<file path="src/rtl/sdc_pkg.sv">
package sdc_pkg;

  typedef enum logic [1:0] {
    ST_CODE = 2'd0,
    ST_INSN = 2'd1,
    ST_READ = 2'd2
  } sdc_state_e;

  typedef enum logic [1:0] {
    K_EXEC = 2'd0,
    K_READ = 2'd1,
    K_RSVD = 2'd2
  } sdc_kind_e;

  localparam int unsigned OP_EXEC = 0;
  localparam int unsigned OP_READ = 1;

  // Map a received command code to its action.
  function automatic sdc_kind_e classify(input logic [31:0] code);
    if (code == 32'(OP_EXEC))      return K_EXEC;
    else if (code == 32'(OP_READ)) return K_READ;
    else                           return K_RSVD;
  endfunction

  // Number of bit periods a phase lasts.
  function automatic int unsigned phase_len(input sdc_state_e st,
                                            input int unsigned cw,
                                            input int unsigned iw,
                                            input int unsigned vw);
    case (st)
      ST_INSN: return iw;
      ST_READ: return vw;
      default: return cw;
    endcase
  endfunction

endpackage

</file>
<file path="src/rtl/sdc_shift_in.sv">
module sdc_shift_in #(
  parameter int unsigned W = 4
) (
  input  logic         clk,
  input  logic         rst_n,
  input  logic         en,
  input  logic         din,
  output logic [W-1:0] nxt
);
  logic [W-1:0] q;

  generate
    if (W == 1) begin : g_one
      assign nxt = din;
    end else begin : g_many
      assign nxt = {din, q[W-1:1]};
    end
  endgenerate

  always_ff @(posedge clk or negedge rst_n) begin
    if (!rst_n)  q <= '0;
    else if (en) q <= nxt;
  end
endmodule

</file>
<file path="src/rtl/sdc_ctrl.sv">
module sdc_ctrl
  import sdc_pkg::*;
#(
  parameter int unsigned CODE_W = 4,
  parameter int unsigned INSN_W = 24,
  parameter int unsigned VIS_W  = 16,
  localparam int unsigned MAXLEN = (INSN_W > VIS_W) ?
                                   ((INSN_W > CODE_W) ? INSN_W : CODE_W) :
                                   ((VIS_W > CODE_W) ? VIS_W : CODE_W),
  localparam int unsigned CNT_W  = (MAXLEN > 1) ? $clog2(MAXLEN) : 1
) (
  input  logic              clk,
  input  logic              rst_n,
  input  logic [CODE_W-1:0] code_nxt,
  output sdc_state_e        state,
  output logic [CNT_W-1:0]  cnt,
  output logic              code_done,
  output logic              insn_done,
  output logic              read_done,
  output logic              shift_code,
  output logic              shift_insn,
  output logic              shift_read,
  output logic              snap
);
  sdc_kind_e        kind;
  logic [CNT_W-1:0] last_idx;
  logic             at_last;

  assign kind     = classify(32'(code_nxt));
  assign last_idx = CNT_W'(phase_len(state, CODE_W, INSN_W, VIS_W) - 1);
  assign at_last  = (cnt == last_idx);

  assign shift_code = (state == ST_CODE);
  assign shift_insn = (state == ST_INSN);
  assign shift_read = (state == ST_READ);
  assign code_done  = shift_code && at_last;
  assign insn_done  = shift_insn && at_last;
  assign read_done  = shift_read && at_last;
  assign snap       = code_done && (kind == K_READ);

  always_ff @(posedge clk or negedge rst_n) begin
    if (!rst_n) begin
      state <= ST_CODE;
      cnt   <= '0;
    end else if (at_last) begin
      cnt <= '0;
      if (code_done) begin
        case (kind)
          K_EXEC:  state <= ST_INSN;
          K_READ:  state <= ST_READ;
          default: state <= ST_CODE;
        endcase
      end else begin
        state <= ST_CODE;
      end
    end else begin
      cnt <= cnt + 1'b1;
    end
  end

  // the bit counter never passes the end of the current phase
  p_cnt_bound_r2: assert property (@(posedge clk) disable iff (!rst_n)
    cnt <= last_idx);

  // a reserved code returns straight to code collection
  p_reserved_quiet_r6: assert property (@(posedge clk) disable iff (!rst_n)
    (code_done && kind == K_RSVD) |=> (state == ST_CODE && cnt == '0));
endmodule

</file>
<file path="src/rtl/sdc_vis_out.sv">
module sdc_vis_out #(
  parameter int unsigned W = 16
) (
  input  logic         clk,
  input  logic         rst_n,
  input  logic         load,
  input  logic [W-1:0] din,
  input  logic         snap,
  input  logic         shift,
  output logic         bit0
);
  logic [W-1:0] vis_q;
  logic [W-1:0] out_sr;
  logic         armed;

  always_ff @(posedge clk or negedge rst_n) begin
    if (!rst_n)    vis_q <= '0;
    else if (load) vis_q <= din;
  end

  always_ff @(posedge clk or negedge rst_n) begin
    if (!rst_n)     out_sr <= '0;
    else if (snap)  out_sr <= vis_q;
    else if (shift) out_sr <= out_sr >> 1;
  end

  always_ff @(posedge clk or negedge rst_n) begin
    if (!rst_n) armed <= 1'b0;
    else        armed <= 1'b1;
  end

  assign bit0 = out_sr[0];

  // the first readout bit is the register value from before the snapshot edge
  p_snap_hold_r7: assert property (@(posedge clk) disable iff (!rst_n || !armed)
    $past(snap) |-> (bit0 == $past(vis_q[0])));
endmodule

</file>
<file path="src/rtl/sdc_port.sv">
module sdc_port
  import sdc_pkg::*;
#(
  parameter int unsigned CODE_W = 4,
  parameter int unsigned INSN_W = 24,
  parameter int unsigned VIS_W  = 16
) (
  input  logic              sclk,
  input  logic              prog_en,
  input  logic              sdi,
  input  logic              vis_load,
  input  logic [VIS_W-1:0]  vis_din,
  output logic              sdo,
  output logic              sdo_oe,
  output logic [INSN_W-1:0] insn_word,
  output logic              insn_valid
);
  localparam int unsigned MAXLEN = (INSN_W > VIS_W) ?
                                   ((INSN_W > CODE_W) ? INSN_W : CODE_W) :
                                   ((VIS_W > CODE_W) ? VIS_W : CODE_W);
  localparam int unsigned CNT_W  = (MAXLEN > 1) ? $clog2(MAXLEN) : 1;

  sdc_state_e        state;
  logic [CNT_W-1:0]  cnt;
  logic              code_done, insn_done, read_done;
  logic              shift_code, shift_insn, shift_read, snap;
  logic [CODE_W-1:0] code_nxt;
  logic [INSN_W-1:0] insn_nxt;
  logic              vis_bit;
  logic              armed;

  sdc_shift_in #(.W(CODE_W)) u_code_sr (
    .clk(sclk), .rst_n(prog_en), .en(shift_code), .din(sdi), .nxt(code_nxt)
  );

  sdc_shift_in #(.W(INSN_W)) u_insn_sr (
    .clk(sclk), .rst_n(prog_en), .en(shift_insn), .din(sdi), .nxt(insn_nxt)
  );

  sdc_ctrl #(.CODE_W(CODE_W), .INSN_W(INSN_W), .VIS_W(VIS_W)) u_ctrl (
    .clk(sclk), .rst_n(prog_en), .code_nxt(code_nxt), .state(state), .cnt(cnt),
    .code_done(code_done), .insn_done(insn_done), .read_done(read_done),
    .shift_code(shift_code), .shift_insn(shift_insn), .shift_read(shift_read),
    .snap(snap)
  );

  sdc_vis_out #(.W(VIS_W)) u_vis (
    .clk(sclk), .rst_n(prog_en), .load(vis_load), .din(vis_din),
    .snap(snap), .shift(shift_read), .bit0(vis_bit)
  );

  always_ff @(posedge sclk or negedge prog_en) begin
    if (!prog_en) begin
      insn_word  <= '0;
      insn_valid <= 1'b0;
    end else begin
      insn_valid <= insn_done;
      if (insn_done) insn_word <= insn_nxt;
    end
  end

  always_ff @(posedge sclk or negedge prog_en) begin
    if (!prog_en) armed <= 1'b0;
    else          armed <= 1'b1;
  end

  assign sdo_oe = shift_read;
  assign sdo    = sdo_oe & vis_bit;

  // the issue strobe lasts a single cycle
  p_valid_pulse_r3: assert property (@(posedge sclk) disable iff (!prog_en)
    insn_valid |=> !insn_valid);

  // no instruction issue while the data line is driven
  p_oe_no_issue_r4: assert property (@(posedge sclk) disable iff (!prog_en)
    sdo_oe |-> !insn_valid);

  // output enable is released only by the final readout bit
  p_oe_release_r5: assert property (@(posedge sclk) disable iff (!prog_en || !armed)
    $fell(sdo_oe) |-> $past(read_done));

  // the instruction register holds between issues
  p_word_stable_r10: assert property (@(posedge sclk) disable iff (!prog_en || !armed)
    !insn_valid |-> $stable(insn_word));

  // code collection and payload phases never overlap
  p_phase_excl_r2: assert property (@(posedge sclk) disable iff (!prog_en)
    $countones({shift_code, shift_insn, shift_read}) == 1);
endmodule

</file>
<file path="config.mk">
export PLATFORM = sky130hd
export DESIGN_NAME = sdc_port
export DESIGN_NICKNAME = d
export VERILOG_FILES = /design/src/rtl/sdc_pkg.sv /design/src/rtl/sdc_shift_in.sv /design/src/rtl/sdc_ctrl.sv /design/src/rtl/sdc_vis_out.sv /design/src/rtl/sdc_port.sv
export SDC_FILE = /design/constraint.sdc
export NUM_CORES = 1
export LEC_CHECK = 0
export BUFFER_PORTS_ARGS = -buffer_cell sky130_fd_sc_hd__buf_2
export CELL_PAD_IN_SITES_DETAIL_PLACEMENT = 0
export CELL_PAD_IN_SITES_GLOBAL_PLACEMENT = 1
export CORE_MARGIN = 4
export CORE_UTILIZATION = 25
export CTS_CLUSTER_SIZE = 10
export DETAILED_ROUTE_END_ITERATION = 12
export GPL_ROUTABILITY_DRIVEN = 1
export GPL_TIMING_DRIVEN = 1
export HOLD_SLACK_MARGIN = 0.03
export PLACE_DENSITY = 0.5
export SLEW_MARGIN = 20
export SYNTH_ARGS = -nofsm -noshare
export SYNTH_HDL_FRONTEND = slang
export SYNTH_SLANG_ARGS = --single-unit
</file>
<file path="constraint.sdc">
create_clock -name sclk -period 2.3 [get_ports sclk]
set_clock_uncertainty 0.1 [all_clocks]
set_input_delay 0 -clock sclk [delete_from_list [all_inputs] [get_ports sclk]]
set_output_delay 0 -clock sclk [all_outputs]
set_load 0.02 [all_outputs]
</file>
; ---- Yosys cells after proc, flatten, opt, wreduce, memory -nomap -nowiden
; Cells that the tools add are included.
[totals]
input_bits = 20
word_cells = 31
reg_bits = 92
[op_classes]
add_sub_neg = 2
n_mux = 8
bitwise_logic = 1
n_eq_ne = 5
n_reduce_logical = 7
[op_table]
columns = operator, n
row1 = 16-bit two-way mux, 2
row2 = 5-bit one-hot mux with 2 select lines, 1
row3 = 2-bit two-way mux, 3
row4 = 5-bit by 1-bit adder with 5-bit output (second input constant), 1
row5 = 5-bit equality test, 1
row6 = 5-bit two-way mux, 1
row7 = 5-bit by 1-bit subtractor with 5-bit output (second input constant), 1
row8 = 2-bit by 1-bit equality test with 1-bit output (second input constant), 2
row9 = 4-bit by 1-bit equality test with 1-bit output (second input constant), 1
row10 = 2-bit logical NOT, 2
row11 = 4-bit logical NOT, 1
row12 = 2-bit one-hot mux with 2 select lines, 1
row13 = 1-bit logical AND, 3
row14 = 2-bit equality test (second input constant), 1
row15 = 2-bit nonzero test, 1
row16 = 1-bit bitwise AND, 1

; ---- Longest topological paths before layout
; Gate-level depths: netlist (run 1).
[logic_depth]
word_depth = 7
mapped_depth = 9
ltp_nobuf = 6

; ---- By module
; Synthesis (run 1) repeated with hierarchy kept, for this count alone.
[hier_totals]
cells_unflattened = 250
hier_area_um2 = 3824.9
[by_module_without_submodules]
columns = mod, cells_each, instances, seq_area_each_um2, area_per_inst_um2
row1 = sdc_vis_out, 103, 1, 800.8, 1391.3
row2 = sdc_port, 53, 1, 625.6, 1028.5
row3 = sdc_shift_in (u_insn_sr), 49, 1, 575.6, 864.6
row4 = sdc_ctrl, 38, 1, 175.2, 424.2
row5 = sdc_shift_in (u_code_sr), 7, 1, 75.1, 116.4

; ---- Worst setup path before layout (run 1)
; No wires, ideal clock.
[synth_timing]
path_type = register -> register
startpoint = register u_ctrl.state[0]
endpoint = register u_vis.out_sr[10]
setup_slack_ns = 0.041
arrival_ns = 2.034
t_required_ns = 2.075
setup_ns = 0.125
path_buffers = 2
path_stages_with_launch = 7
cell_sequence = dfrtp_1 -> inv_1 -> ha_1 -> clkbuf_1 -> buf_1 -> mux2_2 -> mux2_4
[synth_via]
elab_chain_cells = 7
elab_cells_between_ends = 10
cone_classes = 1 x add/sub / 3 x eq/ne / 2 x mux / 4 x reduce/logical
[synth_rtl]
columns = element, line_no
row1 = "start, declared", sdc_ctrl.sv:15  ; output sdc_state_e state,
row2 = "start signal, assigned", sdc_ctrl.sv:43  ; state <= ST_CODE;
row3 = "start signal, assigned", sdc_ctrl.sv:49  ; K_EXEC: state <= ST_INSN;
row4 = "start signal, assigned", sdc_ctrl.sv:50  ; K_READ: state <= ST_READ;
row5 = 2-bit equality test (*), sdc_ctrl.sv:35  ; assign shift_read = (state == ST_READ);
row6 = via sdo_oe, sdc_port.sv:14  ; output logic sdo_oe,
row7 = 5-bit one-hot mux with 2 select lines, sdc_pkg.sv:30  ; case (st)
row8 = 5-bit by 1-bit subtractor with 5-bit output, sdc_ctrl.sv:30  ; assign last_idx = CNT_W'(phase_len(state, CODE_W, INSN_W, VIS_W) - 1);
row9 = 5-bit equality test, sdc_ctrl.sv:31  ; assign at_last = (cnt == last_idx);
row10 = 1-bit logical AND, sdc_ctrl.sv:36  ; assign code_done = shift_code && at_last;
row11 = 1-bit logical AND, sdc_ctrl.sv:39  ; assign snap = code_done && (kind == K_READ);
row12 = 16-bit two-way mux / 2-bit nonzero test (equally long branches), --
row13 = "end signal, assigned", sdc_vis_out.sv:23  ; else if (snap) out_sr <= vis_q;
row14 = "end signal, assigned", sdc_vis_out.sv:24  ; else if (shift) out_sr <= out_sr >> 1;
row15 = "end, declared", sdc_vis_out.sv:13  ; logic [W-1:0] out_sr;
; Mark *: on every way through the listed nets, which the timed path passes. The rest lies on a longest branch.
; A chain may end at the register's enable or synchronous reset.

; ---- Worst setup path after layout (run 1)
[layout_timing]
startpoint = register u_ctrl.state[0]
endpoint = register u_vis.out_sr[4]
[layout_via]
elab_chain_cells = 7
elab_cells_between_ends = 10
cone_classes = 1 x add/sub / 3 x eq/ne / 2 x mux / 4 x reduce/logical
[layout_rtl]
columns = element, line_no
row1 = 2-bit equality test / 2-bit by 1-bit equality test with 1-bit output (equally long branches), "sdc_pkg.sv:30, sdc_ctrl.sv:35"
row2 = 5-bit one-hot mux with 2 select lines, sdc_pkg.sv:30
row3 = 5-bit by 1-bit subtractor with 5-bit output, sdc_ctrl.sv:30
row4 = 5-bit equality test, sdc_ctrl.sv:31
row5 = 1-bit logical AND, sdc_ctrl.sv:36
row6 = 1-bit logical AND, sdc_ctrl.sv:39
row7 = 16-bit two-way mux / 2-bit nonzero test (equally long branches), --
; Parallel ways exist; a longest one is shown, timed or not.

==> out/results.md, run 1 <==
| Metric | Value | Unit |
| --- | --- | --- |
| Run status | completed | - |
| Std-Cell Core Area | 14500 | µm² |
| Required time of the critical path | 2.42 | ns |
| Mux cell area share after synthesis | 30.5 | % |
| Leading register cell type out of synthesis | sky130_fd_sc_hd__dfrtp_1 | - |
| I/O pin count | 47 | - |
| Crit Reg-Reg Endpoint | u_vis.out_sr[4] | - |
| Register bit count reported by yosys | 90 | - |
| Capture point of the worst path | u_vis.out_sr[4] | - |
| Class of the most critical hold timing path | input port to flip-flop | - |
| Number of buffers inserted for hold repair after clock tree synthesis | 19 | - |
| Maximum clock frequency | 0.465 | GHz |
| Post-synth design cell area | 3690 | µm² |
| Via count | 2010 | - |
| Final ANT Viol Nets | 0 | - |
| First element of the critical path | u_ctrl.state[0] | - |
| Master of the slowest instance on the critical path | sky130_fd_sc_hd__dfrtp_1 | - |
| Number of hold violations in the final report | 0 | - |
| Detail-routed via count per cell | 4.09 | - |
| WL/cell | 13.5 | µm |
| Post-synthesis to final-layout area growth | 26.1 | % |
| Count of cell types in the netlist | 23 | - |
| Share of the clock period used by the worst path after layout | 93.6 | % |
| Depth of the worst register-to-register path | 7 | - |
| Number of instances resized during post-cts repair | 0 | - |
| Area fraction in and, or, nand and nor cells after synthesis | 2.10 | % |
| Startpoint types | flip-flop | - |
| Portion of the post-synthesis area used by sequential elements | 61.0 | % |
| Number of warning messages in the yosys log | 0 | - |
| Total count of max-transition violations in the final report | 0 | - |
| Normalized max-slew margin | 37.5 | % |
| Reg2reg start | u_ctrl.state[0] | - |
| Max-cap violation count | 0 | - |
| Ys async rst share | 100 | % |
| Area of the multi-input gates | 1340 | µm² |
| Die Width | 130 | µm |
| Number of logic stages on the critical path including buffering | 7 | - |
| Peak supply drop | 0.000408 | V |
| Placed wire-length estimate | 4220 | µm |
| Mean instance size in the synthesized netlist | 16.1 | µm² |
| Area of the die | 16800 | µm² |
| Number of global-route vias before repair | 2237 | - |
| Count of endpoints failing setup in the final report | 0 | - |
| Compound-cell area share of the yosys netlist | 0.339 | % |
| Count of TritonRoute iterations in the first routing pass | 2 | - |
| Number of H-tree levels | 3 | - |
| Share of final-layout standard cells stronger than drive strength 1 | 54.5 | % |
| Mapped Nets | 255 | - |
| Slack of the worst reg-to-reg path | 0.15 | ns |
| Time the final worst path needs with I/O delays and setup | 2.15 | ns |
| Dominant combinational cell family by area after synthesis | multiplexers | - |
| Critical path's largest stage delay | 0.38 | ns |
| DRC Markers | 0 | - |
| Critical Setup Path Class | flip-flop to flip-flop | - |
| First-pass GRT wire length | 11200 | µm |
| Largest net degree at the start of global routing | 71 | - |
| Total power consumption of the routed design | 4050 | µW |
| Violation count after the first detailed-route iteration | 72 | - |
| Clock tree from TritonCTS | built | - |
| Peak fanout along the critical path | 9 | - |
| Filler cell count in the final layout | 1459 | - |
| Leak Pwr | 0.00228 | µW |
| Clock-pin slew reported for the worst setup and hold paths after clock tree synthesis | 0.06 | ns |
| Slew at the pin closest to its max-slew limit | 0.935 | ns |
| Share of synthesized cell area in full adder, half adder and majority cells | 2.03 | % |
| Antenna diodes | 0 | - |
| Xor and xnor fraction of the mapped netlist area | 1.42 | % |
| Total of buffers placed on input and output ports | 46 | - |
| Number of buffers created by CTS | 9 | - |
| Clock Sink Count | 90 | - |
| Final weighted congestion in routability-driven placement | 0.611 | - |
| Setup bufs post-CTS | 0 | - |
| Die Y-Extent | 130 | µm |
| Sequence of cells on the critical path | inv_1 -> ha_1 -> xnor2_1 -> and4_1 -> and3_4 -> buf_12 -> mux2_2 | - |
| Setup repair after global routing missed its margin | no | - |
| Flip-flop and latch area | 2250 | µm² |
| Largest buffer count on any clock path | 2 | - |
| Total number of placement rows | 44 | - |
| Insertion delay to the later sink of the worst-skew pair | 0.34 | ns |
| Overall global routing resource usage | 8.70 | % |
| Crit path max-delay family | simple AND/OR/NAND/NOR gates | - |
| Final instance count without filler cells | 492 | - |
| Number of synthesized flops with an enable pin | 0 | - |
| Worst path buffer plus inverter count | 2 | - |
| Arrival time reported for the critical path endpoint | 2.27 | ns |
| Initial cell density of the core | 25.5 | % |
| Startpoint of the most critical hold path | vis_load | - |
| Power density over the cells | 869 | nW/µm² |
| Post-Route Utilization | 32.2 | % |
| Total negative slack for setup checks | 0 | ns |
| Grt ovf | 0 | - |
| Gate count after technology mapping | 229 | - |
| Routed wire length | 6630 | µm |
| Clock root buffer master | sky130_fd_sc_hd__clkbuf_16 | - |
| Post-placement cell count | 458 | - |
| Antenna violations before repair | 0 | - |
| Category of the worst setup path capture point | flip-flop | - |
| Final nets | 330 | - |
power by group:
part           internal (µW)  total, µW  switching [µW]
Combinational            478        787             309
Clock                    726       1310             584
Sequential              1810       1950             139
layout make-up:
class / count / share of cell area [%]
multi-input combinational: 124 / 28.9
inverter: 3 / 0.242
timing repair buffer: 76 / 11.9
clock buffer: 11 / 5.00
sequential: 90 / 48.4
clock inverter: 4 / 0.645
tap: 184 / 4.94
routing by layer:
| metal | GRT usage (%) | routed length (µm) | vias to the layer above |
|---|---|---|---|
| met3 | 4.62 | 490 | 5 |
| met1 | 11.1 | 3100 | 1011 |
| met5 | 0 | 0 | - |
| met4 | 2.75 | 84 | 0 |
| li1 | - | - | 949 |
| met2 | 12.8 | 2960 | 45 |
registers in the layout, indices dropped and copies added (netlist names):
signal,flops
insn_word,24
u_ctrl.state,2
u_vis.vis_q,16
u_insn_sr.q,23
u_code_sr.q,3
u_ctrl.cnt,5
insn_valid,1
u_vis.out_sr,16
Yosys cell counts, types with 2 or more instances:
library cell               number  area share, %
sky130_fd_sc_hd__xnor2_1        4           0.95
sky130_fd_sc_hd__buf_6          2           0.61
sky130_fd_sc_hd__ha_1           6            2.0
sky130_fd_sc_hd__clkbuf_1       5           0.51
sky130_fd_sc_hd__nor2_1         4           0.41
sky130_fd_sc_hd__buf_1          2           0.20
sky130_fd_sc_hd__buf_4          2           0.41
sky130_fd_sc_hd__nand3_1        2           0.27
sky130_fd_sc_hd__xor2_1         2           0.47
sky130_fd_sc_hd__dfrtp_1       90             61
sky130_fd_sc_hd__mux2_4         9            3.7
sky130_fd_sc_hd__mux2_2        88             27
sky130_fd_sc_hd__inv_1          3           0.31
metrics by stage:
| stage | setup WS (ns) | hold slack (ns) | cell area [µm²] |
|---|---|---|---|
| CTS | 0.137 | 0.107 | 4660 |
| finish | 0.148 | 0.103 | 4660 |
| global route | 0.0126 | 0.105 | 4660 |
| detailed placement | 0.151 | -0.190 | 4200 |
| global placement | 0.241 | -0.187 | 4200 |
| floorplan | 0.0414 | -0.396 | 3690 |
worst min path at each step:
stage / endpoint / cells past startpoint / slack, ns
2_1_floorplan: insn_valid / 0 / -0.40
3_3_place_gp: u_vis.vis_q[3] / 1 / -0.19
3_5_place_dp: u_vis.vis_q[3] / 1 / -0.19
4_1_cts: u_vis.vis_q[1] / 2 / 0.11
5_1_grt: u_vis.vis_q[14] / 2 / 0.11
6_report: u_vis.vis_q[15] / 2 / 0.10
cell usage in the layout, fill, tap and decap left out, types with 4 or more instances in the layout:
| cell | instances |
|---|---|
| sky130_fd_sc_hd__buf_12 | 4 |
| sky130_fd_sc_hd__buf_2 | 45 |
| sky130_fd_sc_hd__buf_4 | 8 |
| sky130_fd_sc_hd__clkbuf_16 | 9 |
| sky130_fd_sc_hd__clkinvlp_4 | 4 |
| sky130_fd_sc_hd__dfrtp_1 | 90 |
| sky130_fd_sc_hd__dlygate4sd3_1 | 19 |
| sky130_fd_sc_hd__ha_1 | 6 |
| sky130_fd_sc_hd__mux2_2 | 88 |
| sky130_fd_sc_hd__mux2_4 | 9 |
| sky130_fd_sc_hd__nor2_1 | 4 |
| sky130_fd_sc_hd__xnor2_1 | 4 |
logic make-up after synthesis:
| family | count (synthesis) |
|---|---|
| mux | 97 |
| flops | 90 |
| buf+inv | 15 |
| simple gates | 13 |
| xor+xnor | 6 |
| fa+ha+maj | 6 |
| compound gates | 2 |
Power figures use the tool's default switching activity.
==> inputs of run 2 (changes only) <==
--- a/config.mk
+++ b/config.mk
@@ -5,17 +5,18 @@
 export SDC_FILE = /design/constraint.sdc
 export NUM_CORES = 1
 export LEC_CHECK = 0
+export ABC_AREA = 1
 export BUFFER_PORTS_ARGS = -buffer_cell sky130_fd_sc_hd__buf_2
 export CELL_PAD_IN_SITES_DETAIL_PLACEMENT = 0
 export CELL_PAD_IN_SITES_GLOBAL_PLACEMENT = 1
 export CORE_MARGIN = 4
 export CORE_UTILIZATION = 25
-export CTS_CLUSTER_SIZE = 10
+export CTS_CLUSTER_SIZE = 14
 export DETAILED_ROUTE_END_ITERATION = 12
 export GPL_ROUTABILITY_DRIVEN = 1
 export GPL_TIMING_DRIVEN = 1
 export HOLD_SLACK_MARGIN = 0.03
-export PLACE_DENSITY = 0.5
+export PLACE_DENSITY = 0.54
 export SLEW_MARGIN = 20
 export SYNTH_ARGS = -nofsm -noshare
 export SYNTH_HDL_FRONTEND = slang
==> out/results.md, run 2 <==
| Metric | Value | Unit |
| --- | --- | --- |
| Run status | completed | - |
| Most common cell after layout, fill and taps aside | sky130_fd_sc_hd__nand2_1 | - |
| Share of the clock period used by the worst path after layout | 83.4 | % |
| Total of buffers placed on input and output ports | 46 | - |
| Count of cell types in the netlist | 23 | - |
| Maximum clock frequency | 0.522 | GHz |
| WL/cell | 11.1 | µm |
| Number of instances resized during post-cts repair | 0 | - |
| I/O pin count | 47 | - |
| Normalized max-slew margin | 56.2 | % |
| Slack of the worst reg-to-reg path | 0.38 | ns |
| Post-synthesis to final-layout area growth | 27.8 | % |
| Largest net degree at the start of global routing | 50 | - |
| Clock-pin slew reported for the worst setup and hold paths after clock tree synthesis | 0.07 | ns |
| First-pass GRT wire length | 13700 | µm |
| Post-synth design cell area | 3810 | µm² |
| Top register by number of flip-flops | insn_word | - |
| Metal1 wirelength | 3730 | µm |
| Startpoint of the most critical hold path | vis_load | - |
| Endpoint, Worst Hold | u_vis.vis_q[14] | - |
| Overall global routing resource usage | 9.45 | % |
| Count of TritonRoute iterations in the first routing pass | 4 | - |
| Crit Reg-Reg Endpoint | insn_word[9] | - |
| Peak supply drop | 0.000374 | V |
| Number of hold violations in the final report | 0 | - |
| Cell type with the highest occurrence count on the critical path | sky130_fd_sc_hd__nand2_1 | - |
| First element of the critical path | u_ctrl.state[1] | - |
| Ys async rst share | 100 | % |
| Leak Pwr | 0.00239 | µW |
| Setup repair after global routing missed its margin | no | - |
| Initial cell density of the core | 25.8 | % |
| Slew at the pin closest to its max-slew limit | 0.657 | ns |
| Via count | 2932 | - |
| Count leader, synth | sky130_fd_sc_hd__nand2_1 | - |
| Final nets | 533 | - |
| Top layer used by detailed routing | met4 | - |
| Clock Sink Count | 90 | - |
| Post-DP Area | 4240 | µm² |
| Die Width | 131 | µm |
| Required time of the critical path | 2.42 | ns |
| Arrival time reported for the critical path endpoint | 2.03 | ns |
| Total number of placement rows | 44 | - |
| Met3 WL | 420 | µm |
| Placed wire-length estimate | 4980 | µm |
| Startpoint types | flip-flop | - |
| Top cells by count, synth | 143 x sky130_fd_sc_hd__nand2_1, 90 x sky130_fd_sc_hd__dfrtp_1, 55 x sky130_fd_sc_hd__o21ai_0, 50 x sky130_fd_sc_hd__inv_1, 33 x sky130_fd_sc_hd__nand3_1 | - |
| Std-Cell Core Area | 14800 | µm² |
| Most frequent cells in the layout | 143 x sky130_fd_sc_hd__nand2_1, 90 x sky130_fd_sc_hd__dfrtp_1, 55 x sky130_fd_sc_hd__o21ai_0, 50 x sky130_fd_sc_hd__inv_1, 45 x sky130_fd_sc_hd__buf_2 | - |
| Reg2reg start | u_ctrl.state[1] | - |
| Number of buffers created by CTS | 9 | - |
| Final weighted congestion in routability-driven placement | 0.713 | - |
| Leading register cell type out of synthesis | sky130_fd_sc_hd__dfrtp_1 | - |
| Synth top area cells | sky130_fd_sc_hd__dfrtp_1 59%, sky130_fd_sc_hd__nand2_1 14%, sky130_fd_sc_hd__o21ai_0 7.2% | - |
| Final ANT Viol Nets | 0 | - |
| Clock tree from TritonCTS | built | - |
| Peak fanout along the critical path | 24 | - |
| Power density over the cells | 949 | nW/µm² |
| Mapped Nets | 457 | - |
| Category of the worst setup path capture point | flip-flop | - |
| Insertion delay to the later sink of the worst-skew pair | 0.33 | ns |
| Class of the most critical hold timing path | input port to flip-flop | - |
| Critical Setup Path Class | flip-flop to flip-flop | - |
| Grt ovf | 0 | - |
| Gate count after technology mapping | 431 | - |
| Total count of max-transition violations in the final report | 0 | - |
| Instance count along the most critical hold path | 2 | - |
| Sequence of cells on the critical path | inv_1 -> ha_1 -> inv_1 -> nand2_1 -> nand2_1 -> nand2_1 -> nor2_4 -> nand2_2 -> buf_4 -> nand2_1 -> o21ai_0 | - |
| Number of global-route vias before repair | 2892 | - |
| Largest buffer count on any clock path | 2 | - |
| Violation count after the first detailed-route iteration | 128 | - |
| Fraction of synthesized cell area taken by the top area cell type | 59.1 | % |
| Finished layout cell area | 4870 | µm² |
| Most area-hungry cell type in the Yosys netlist | sky130_fd_sc_hd__dfrtp_1 | - |
| Area of the die | 17300 | µm² |
| Max-cap violation count | 0 | - |
| Detail-routed via count per cell | 4.21 | - |
| Count of endpoints failing setup in the final report | 0 | - |
| DRC Markers | 0 | - |
| Setup bufs post-CTS | 0 | - |
| Critical path's largest stage delay | 0.40 | ns |
| Portion of the post-synthesis area used by sequential elements | 59.1 | % |
| Routed wire length | 7740 | µm |
| Clock root buffer master | sky130_fd_sc_hd__clkbuf_16 | - |
| Die Y-Extent | 131 | µm |
| Share of final-layout standard cells stronger than drive strength 1 | 15.8 | % |
| Flip-flop count of the largest register, all copies and words added | 24 | - |
| Mean instance size in the synthesized netlist | 8.84 | µm² |
| Total negative slack for setup checks | 0 | ns |
| Antenna violations before repair | 0 | - |
| Register bit count reported by yosys | 90 | - |
| Master of the slowest instance on the critical path | sky130_fd_sc_hd__dfrtp_1 | - |
| Depth of the worst register-to-register path | 11 | - |
| Number of warning messages in the yosys log | 0 | - |
| Largest registers in the final layout | insn_word (24), u_insn_sr.q (23) | - |
| Number of synthesized flops with an enable pin | 0 | - |
| Met2 routed WL | 3520 | µm |
| Antenna diodes | 0 | - |
| Number of H-tree levels | 3 | - |
| Time the final worst path needs with I/O delays and setup | 1.92 | ns |
| Final instance count without filler cells | 696 | - |
| Post-placement cell count | 647 | - |
==> run 2: cell count changes after synthesis, moves of 7 or more <==
cell | before | now
sky130_fd_sc_hd__nand3_1 | 2 | 33
sky130_fd_sc_hd__o21ai_0 | 1 | 55
sky130_fd_sc_hd__buf_2 | 0 | 7
sky130_fd_sc_hd__mux2_2 | 88 | 1
sky130_fd_sc_hd__mux2_4 | 9 | 0
sky130_fd_sc_hd__nand2_1 | 1 | 143
sky130_fd_sc_hd__inv_1 | 3 | 50
==> run 2: cells by family (layout without fill, tap and decap cells) <==
| logic type | Yosys count | in the layout | share of synthesized area, % |
|---|---|---|---|
| mux | 1 | 1 | 0.296 |
| flops | 90 | 90 | 59.1 |
| fa+ha+maj | 6 | 6 | 1.97 |
| xor+xnor | 2 | 2 | 0.460 |
| simple gates | 193 | 193 | 21.1 |
| buf+inv | 72 | 153 | 7.75 |
| compound gates | 67 | 67 | 9.36 |
==> run 2: cell type report <==
| type | count | area [µm²] |
|---|---|---|
| sequential | 90 | 2250 |
| timing repair buffer | 87 | 636 |
| tap | 184 | 230 |
| clock buffer | 9 | 225 |
| multi-input combinational | 269 | 1260 |
| clock inverter | 7 | 77.6 |
| inverter | 50 | 188 |
| fill | 1554 | 9880 |
==> run 2: what timing repair did <==
action / in CTS / in global routing
hold endpoints to repair: 68 / 0
hold buffers: 33 / 0
setup endpoints to repair: 0 / 0
==> run 2: worst max-delay path by stage <==
stage	to	slack [ns]	cells past startpoint
6_report	insn_word[9]	0.38	11
4_1_cts	insn_word[9]	0.36	11
3_3_place_gp	u_vis.out_sr[2]	0.42	11
3_5_place_dp	insn_word[9]	0.36	11
2_1_floorplan	insn_word[14]	0.55	12
5_1_grt	insn_word[5]	0.15	11
==> run 2: power breakdown <==
part | internal [µW] | switching (µW) | leakage, µW
Clock | 852 | 647 | 0.000140
Combinational | 387 | 691 | 0.00107
Sequential | 1880 | 162 | 0.00118
==> run 2: per-stage QoR <==
step	setup WS [ns]	power, µW	util, %	hold slack (ns)
global route	0.149	4970	33.0	0.0738
CTS	0.357	4730	33.0	0.0323
floorplan	0.554	2830	-	-0.396
global placement	0.415	3120	28.7	-0.0249
finish	0.382	4620	33.0	0.0349
detailed placement	0.363	3140	28.7	-0.0203
==> run 2: critical path: cells and delay by family, from the launching register on <==
family	cells	cell delay (ns)
and+or+nand+nor	6	0.51
buffers and inverters	3	0.47
DFF	1	0.40
adders and majority gates	1	0.25
AOI/OAI and AO/OA	1	0.07
==> run 2: per-layer routing <==
| layer | vias up | global-route usage, % |
|---|---|---|
| li1 | 1495 | - |
| met1 | 1355 | 12.2 |
| met5 | - | 0 |
| met4 | 0 | 2.63 |
| met3 | 7 | 3.13 |
| met2 | 75 | 15.3 |
